===== config.mk =====
export PLATFORM = sky130hd
export DESIGN_NAME = tmon_event_gen
export DESIGN_NICKNAME = d
export VERILOG_FILES = /design/src/rtl/tmon_pkg.sv /design/src/rtl/tmon_regs.sv /design/src/rtl/tmon_thresh.sv /design/src/rtl/tmon_event_gen.sv
export SDC_FILE = /design/constraint.sdc
export NUM_CORES = 1
export LEC_CHECK = 0
export CAP_MARGIN = 20
export CORE_MARGIN = 4
export CORE_UTILIZATION = 35
export DETAILED_ROUTE_END_ITERATION = 10
export DONT_BUFFER_PORTS = 1
export GPL_ROUTABILITY_DRIVEN = 0
export HOLD_SLACK_MARGIN = 0.05
export PLACE_DENSITY_LB_ADDON = 0.2
export SYNTH_ARGS = -nofsm -noshare
export SYNTH_HDL_FRONTEND = slang
export SYNTH_HIERARCHICAL = 1
export SYNTH_SLANG_ARGS = --single-unit

===== constraint.sdc =====
create_clock -name clk -period 5.1 [get_ports clk]
set_input_delay 0 -clock clk [delete_from_list [all_inputs] [get_ports clk]]
set_output_delay 0 -clock clk [all_outputs]
set_load 0.01 [all_outputs]

===== src/rtl/tmon_pkg.sv =====
package tmon_pkg;

    localparam int TMON_TEMP_W = 13;
    localparam int TMON_DATA_W = 16;
    localparam int TMON_ADDR_W = 3;
    localparam int TMON_HYST_W = 8;

    localparam logic [2:0] ADR_CFG   = 3'd0;
    localparam logic [2:0] ADR_UPPER = 3'd1;
    localparam logic [2:0] ADR_LOWER = 3'd2;
    localparam logic [2:0] ADR_CRIT  = 3'd3;
    localparam logic [2:0] ADR_CLEAR = 3'd4;

    typedef enum logic [1:0] {
        MODE_LATCH = 2'd0,
        MODE_CMP   = 2'd1,
        MODE_CRIT  = 2'd2,
        MODE_CRIT2 = 2'd3
    } tmon_mode_e;

    typedef struct packed {
        logic [1:0] hyst_sel;
        tmon_mode_e mode;
        logic       win_en;
        logic       en;
    } tmon_cfg_t;

    function automatic logic [TMON_HYST_W-1:0] hyst_lsb(input logic [1:0] sel);
        case (sel)
            2'd0:    return 8'd0;
            2'd1:    return 8'd24;
            2'd2:    return 8'd48;
            default: return 8'd96;
        endcase
    endfunction

endpackage


===== src/rtl/tmon_regs.sv =====
module tmon_regs
    import tmon_pkg::*;
#(
    parameter int TW = TMON_TEMP_W,
    parameter int DW = TMON_DATA_W,
    parameter int AW = TMON_ADDR_W
) (
    input  logic                 clk,
    input  logic                 rst_n,
    input  logic                 wr_en,
    input  logic [AW-1:0]        wr_addr,
    input  logic [DW-1:0]        wr_data,
    output tmon_cfg_t            cfg_o,
    output logic signed [TW-1:0] upper_o,
    output logic signed [TW-1:0] lower_o,
    output logic signed [TW-1:0] crit_o,
    output logic                 clr_o
);

    localparam logic signed [TW-1:0] SMAX = {1'b0, {(TW-1){1'b1}}};
    localparam logic signed [TW-1:0] SMIN = {1'b1, {(TW-1){1'b0}}};

    typedef struct packed {
        tmon_cfg_t             cfg;
        logic signed [TW-1:0]  upper;
        logic signed [TW-1:0]  lower;
        logic signed [TW-1:0]  crit;
    } regs_t;

    regs_t r_d, r_q;

    always_comb begin
        r_d = r_q;
        if (wr_en) begin
            case (wr_addr)
                AW'(ADR_CFG):   r_d.cfg   = tmon_cfg_t'(wr_data[5:0]);
                AW'(ADR_UPPER): r_d.upper = wr_data[TW-1:0];
                AW'(ADR_LOWER): r_d.lower = wr_data[TW-1:0];
                AW'(ADR_CRIT):  r_d.crit  = wr_data[TW-1:0];
                default: ;
            endcase
        end
    end

    always_ff @(posedge clk or negedge rst_n) begin
        if (!rst_n) begin
            r_q.cfg   <= '{hyst_sel: 2'd0, mode: MODE_LATCH, win_en: 1'b0, en: 1'b0};
            r_q.upper <= SMAX;
            r_q.lower <= SMIN;
            r_q.crit  <= SMAX;
        end else begin
            r_q <= r_d;
        end
    end

    assign cfg_o   = r_q.cfg;
    assign upper_o = r_q.upper;
    assign lower_o = r_q.lower;
    assign crit_o  = r_q.crit;
    assign clr_o   = wr_en && (wr_addr == AW'(ADR_CLEAR));

    // a config write is visible on the next cycle
    a_r2_cfg_load: assert property (@(posedge clk) disable iff (!rst_n)
        (wr_en && wr_addr == AW'(ADR_CFG)) |=> (cfg_o == tmon_cfg_t'($past(wr_data[5:0]))));

endmodule


===== src/rtl/tmon_thresh.sv =====
module tmon_thresh
    import tmon_pkg::*;
#(
    parameter int TW    = TMON_TEMP_W,
    parameter int HW    = TMON_HYST_W,
    parameter bit ABOVE = 1'b1
) (
    input  logic                 clk,
    input  logic                 rst_n,
    input  logic                 en,
    input  logic                 sample_valid,
    input  logic signed [TW-1:0] temp,
    input  logic signed [TW-1:0] thr,
    input  logic [HW-1:0]        hyst,
    output logic                 flag_d,
    output logic                 flag_q
);

    localparam int EW = (TW > HW ? TW : HW) + 2;

    logic signed [EW-1:0] t_x, thr_x, h_x;
    logic trip, release_ok;

    assign t_x   = EW'(temp);
    assign thr_x = EW'(thr);
    assign h_x   = $signed({{(EW-HW){1'b0}}, hyst});

    generate
        if (ABOVE) begin : g_above
            assign trip       = t_x > thr_x;
            assign release_ok = t_x <= (thr_x - h_x);
        end else begin : g_below
            assign trip       = t_x < thr_x;
            assign release_ok = t_x >= (thr_x + h_x);
        end
    endgenerate

    always_comb begin
        flag_d = flag_q;
        if (!en) begin
            flag_d = 1'b0;
        end else if (sample_valid) begin
            if (trip)
                flag_d = 1'b1;
            else if (release_ok)
                flag_d = 1'b0;
        end
    end

    always_ff @(posedge clk or negedge rst_n) begin
        if (!rst_n) flag_q <= 1'b0;
        else        flag_q <= flag_d;
    end

    // no strobe, no change
    a_r10_hold_no_sample: assert property (@(posedge clk) disable iff (!rst_n)
        (en && !sample_valid) |=> $stable(flag_q));
    // disabled block keeps the flag clear
    a_r11_off_clears: assert property (@(posedge clk) disable iff (!rst_n)
        !en |=> !flag_q);

endmodule


===== src/rtl/tmon_event_gen.sv =====
module tmon_event_gen
    import tmon_pkg::*;
#(
    parameter int TW = TMON_TEMP_W,
    parameter int DW = TMON_DATA_W,
    parameter int AW = TMON_ADDR_W
) (
    input  logic                 clk,
    input  logic                 rst_n,
    input  logic                 wr_en,
    input  logic [AW-1:0]        wr_addr,
    input  logic [DW-1:0]        wr_data,
    input  logic                 sample_valid,
    input  logic signed [TW-1:0] temp,
    output logic                 evt_pull,
    output logic                 evt_n,
    output logic                 st_above,
    output logic                 st_below,
    output logic                 st_crit
);

    localparam int NCMP  = 3;
    localparam int I_UP  = 0;
    localparam int I_LO  = 1;
    localparam int I_CR  = 2;

    tmon_cfg_t            cfg;
    logic signed [TW-1:0] upper, lower, crit;
    logic                 clr;
    logic [TMON_HYST_W-1:0] hyst;
    logic signed [TW-1:0] thr [NCMP];
    logic [NCMP-1:0]      fl_d, fl_q;

    tmon_regs #(.TW(TW), .DW(DW), .AW(AW)) u_regs (
        .clk(clk), .rst_n(rst_n), .wr_en(wr_en), .wr_addr(wr_addr),
        .wr_data(wr_data), .cfg_o(cfg), .upper_o(upper), .lower_o(lower),
        .crit_o(crit), .clr_o(clr)
    );

    assign hyst      = hyst_lsb(cfg.hyst_sel);
    assign thr[I_UP] = upper;
    assign thr[I_LO] = lower;
    assign thr[I_CR] = crit;

    generate
        for (genvar i = 0; i < NCMP; i++) begin : g_cmp
            tmon_thresh #(.TW(TW), .HW(TMON_HYST_W), .ABOVE(i != I_LO)) u_cmp (
                .clk(clk), .rst_n(rst_n), .en(cfg.en), .sample_valid(sample_valid),
                .temp(temp), .thr(thr[i]), .hyst(hyst),
                .flag_d(fl_d[i]), .flag_q(fl_q[i])
            );
        end
    endgenerate

    typedef struct packed {
        logic latch;
    } st_t;

    st_t  s_d, s_q;
    logic win_new, win_cur, mode_latch, pull_c;

    assign mode_latch = (cfg.mode == MODE_LATCH);
    assign win_new    = cfg.win_en && (fl_d[I_UP] || fl_d[I_LO]);
    assign win_cur    = cfg.win_en && (fl_q[I_UP] || fl_q[I_LO]);

    always_comb begin
        s_d = s_q;
        if (!cfg.en || !mode_latch)
            s_d.latch = 1'b0;
        else if (sample_valid && win_new)
            s_d.latch = 1'b1;
        else if (clr)
            s_d.latch = 1'b0;
    end

    always_ff @(posedge clk or negedge rst_n) begin
        if (!rst_n) s_q <= '0;
        else        s_q <= s_d;
    end

    always_comb begin
        pull_c = fl_q[I_CR];
        case (cfg.mode)
            MODE_LATCH: pull_c = pull_c || s_q.latch;
            MODE_CMP:   pull_c = pull_c || win_cur;
            default:    ;
        endcase
        pull_c = pull_c && cfg.en;
    end

    assign evt_pull = pull_c;
    assign evt_n    = !pull_c;
    assign st_above = fl_q[I_UP];
    assign st_below = fl_q[I_LO];
    assign st_crit  = fl_q[I_CR];

    // the critical flag always pulls the line
    a_r7_crit_pulls: assert property (@(posedge clk) disable iff (!rst_n)
        (cfg.en && st_crit) |-> !evt_n);
    // disabled block releases the line
    a_r11_off_released: assert property (@(posedge clk) disable iff (!rst_n)
        !cfg.en |-> (evt_n && !evt_pull));
    // critical-only mode ignores the window
    a_r6_critonly_masks: assert property (@(posedge clk) disable iff (!rst_n)
        (cfg.mode inside {MODE_CRIT, MODE_CRIT2} && !st_crit) |-> evt_n);
    // a fresh violation beats a same-cycle clear
    a_r8_clear_loses: assert property (@(posedge clk) disable iff (!rst_n)
        (cfg.en && mode_latch && sample_valid && win_new && clr && !wr_en_cfg_write())
        |=> s_q.latch);
    // window disabled never drives the line without the critical flag
    a_r12_win_off: assert property (@(posedge clk) disable iff (!rst_n)
        (!cfg.win_en && !st_crit && !s_q.latch) |-> evt_n);

    function automatic logic wr_en_cfg_write();
        return 1'b0;
    endfunction

endmodule


==> run metrics <==
status completed; final setup violation count 0; Die Ht 134.1 µm; Synth Warn # 6; global route total overflow 0; CP Class register to register; post-cts hold buffer count 19; Slew @ Worst Pin 0.5820 ns; family with the most delay on the worst path compound AO/OA/AOI/OAI gates; core area 15370 µm²; initial antenna violation count 1; register area share after synthesis 22.60%; worst IR drop on VDD 0.1370 mV; first-pass GRT wire length 23360 µm; Yosys reg bits 49; number of synthesized flops with an enable pin 0; drt initial violations 160; DP HPWL 11630 µm; Routed wire per std cell 17.37 µm; worst path required time 5.33 ns; CP arrival 4.52 ns; Max Clock Skew 0.005487 ns; vias in the first global route 4402; clk sinks 49; Fill cells 1545; detailed-route via count 4412; Worst-path clk slew 0.07 ns; Hold WS 0.07632 ns; minimum clock period 4.287 ns; Port Buffers 0; Slew Limit Fails 0; fraction of registers with async set/reset 100.0%; Power Dens Cells 400.5 nW/µm²; crit-path most repeated cell ha_1; synthesized instance count 581; Vias/cell 5.361; first-pass iteration count of the detailed router 4; syn avg cell area 9.575 µm²; Row Count 45; Bufs and invs on worst path 0; critical path fanouts, max 5; fraction of the cycle the final worst path needs 84.06%; CP Cell Sequence ha_1, or2_1, ha_1, o31ai_1, a211oi_1, xnor2_1, ha_1, nand4_1, nor2_1, o31a_1, nor4_1, mux2_2, o31ai_1, o211ai_1, o21ai_1, and3_1; Main synth FF type dfstp_2; Max Fclk 233.3 MHz; Initial Utilization 36.19%; Hold Vio Cnt, Final 0; Clk Latency, worst-skew pair 0.29 ns; clock tree from TritonCTS done; synthesized cell area 5563 µm²; maxcap violations 0; antenna-violating nets left 0; Total Neg Setup Slack 0 ns; Setup Fix Bufs, Post-CTS 0; Inserted Diodes 0; DRC Markers 0; post_cts resized 0; GR Util All Layers 16.20%; Area growth, synth to finish 10.77%; clock root cell clkbuf_16; layout cells sized above 1 17.48%; CP max-delay cell o31ai_1; crit end category register; relative max-transition margin 60.87%; die area 17970 µm²; largest net degree at the start of global routing 50; Startpoint Class register; worst min path class primary input to register; Clock Tree Buf Depth 2; Pleak 2.792 nW; H-Tree Depth 2; routed wire length 14290 µm; final net count 757; RSZ-0062 raised after global routing false; count of unique library cells instantiated by Yosys 67; CTS Buf Count 5; Ports 41; die width 134.1 µm; Critical Path Max Stage Delay 0.55 ns
-- per-stage QoR --
stage	cells	total power, mW	setup slack [ns]	area [µm²]	utilization [%]
after global placement	796	2.048	0.8670	5818	37.85
after floorplan	595	1.794	1.364	5615	-
after global routing	823	2.713	0.3995	6162	40.09
after detailed placement	796	2.102	0.8239	5818	37.85
final	823	2.468	0.8129	6162	40.09
after CTS	823	2.481	0.7778	6162	40.09
-- worst paths after layout --
check                                       start                    end  slack, ns  cells after the start
min in group asynchronous                   rst_n      u_regs/crit_o[12]       0.28                      2
max in group asynchronous                   rst_n       u_regs/crit_o[6]       4.54                      2
worst min register to register  u_regs/lower_o[9]      u_regs/lower_o[9]       0.52                      1
worst min-delay path                 sample_valid  g_cmp[0].u_cmp/flag_q       0.08                      3
worst max register to register    u_regs/cfg_o[4]                    s_q       0.81                     16
worst max-delay path              u_regs/cfg_o[4]                    s_q       0.81                     16
-- synth_stat cells, drive strengths merged, types with 13 or more instances --
| library cell | count | area [µm²] |
|---|---|---|
| ha | 107 | 1339 |
| inv | 71 | 266.5 |
| mux2 | 46 | 593.1 |
| a21oi | 34 | 204.0 |
| nand2 | 31 | 116.4 |
| dfstp | 25 | 656.9 |
| dfrtp | 24 | 600.6 |
| nor2 | 24 | 90.09 |
| o21ai | 22 | 121.4 |
| xnor2 | 15 | 131.4 |
| nand3 | 13 | 65.06 |
-- where the power goes --
part / leakage, nW / internal (mW) / switching (mW)
registers: 0.556 / 0.510 / 0.108
logic: 2.17 / 0.705 / 0.811
clock network: 0.0652 / 0.183 / 0.151
total: 2.79 / 1.40 / 1.07
-- worst register-to-register path, delay by kind of cell, from the launching register on --
family	cells	cell delay (ns)
mux	1	0.38
compound gates	6	1.47
xor+xnor	1	0.17
flops	1	0.41
fa+ha+maj	3	0.88
simple gates	5	0.92
-- area by class of cell --
cell class | count | area (µm²) | area share, %
Multi-Input combinational cell | 465 | 4030 | 65.40
Inverter | 71 | 266.5 | 4.325
Clock buffer | 8 | 136.4 | 2.213
Tap cell | 211 | 264.0 | 4.284
Timing Repair Buffer | 19 | 207.7 | 3.371
Sequential cell | 49 | 1257 | 20.41
-- registers in the layout (all words and copies together) (netlist names) --
name and cells:
g_cmp.u_cmp/flag_q 3, u_regs/lower_o 13, u_regs/upper_o 13, s_q 1, u_regs/cfg_o 6, u_regs/crit_o 13
-- kinds of logic after synthesis --
kind of cell / share of synthesized area [%]
buf+inv: 5.893
fa+ha+maj: 25.15
xor+xnor: 4.251
compound gates: 16.01
other cells: 0.06741
simple gates: 14.64
mux: 11.38
flops: 22.60
-- placed cells by master (no fill, tap or decap), types with 13 or more instances in the layout --
cell	Yosys	routed
dlygate4sd3_1	0	18
mux2_2	26	26
ha_1	107	107
inv_1	71	71
nand3_1	13	13
o21ai_0	13	13
conb_1	1	15
nor2_1	24	24
xnor2_1	15	15
dfrtp_1	24	24
dfstp_2	25	25
nand2_1	31	31
a21oi_1	29	29
mux2_4	20	20
-- metal layers --
layer | GRT usage (%) | routed length (µm)
met2 | 27.40 | 6712
met5 | 0 | 13
met3 | 1.500 | 339
met1 | 22.51 | 7080
met4 | 3.733 | 145
No activity file was read; power rests on OpenSTA's default activity.
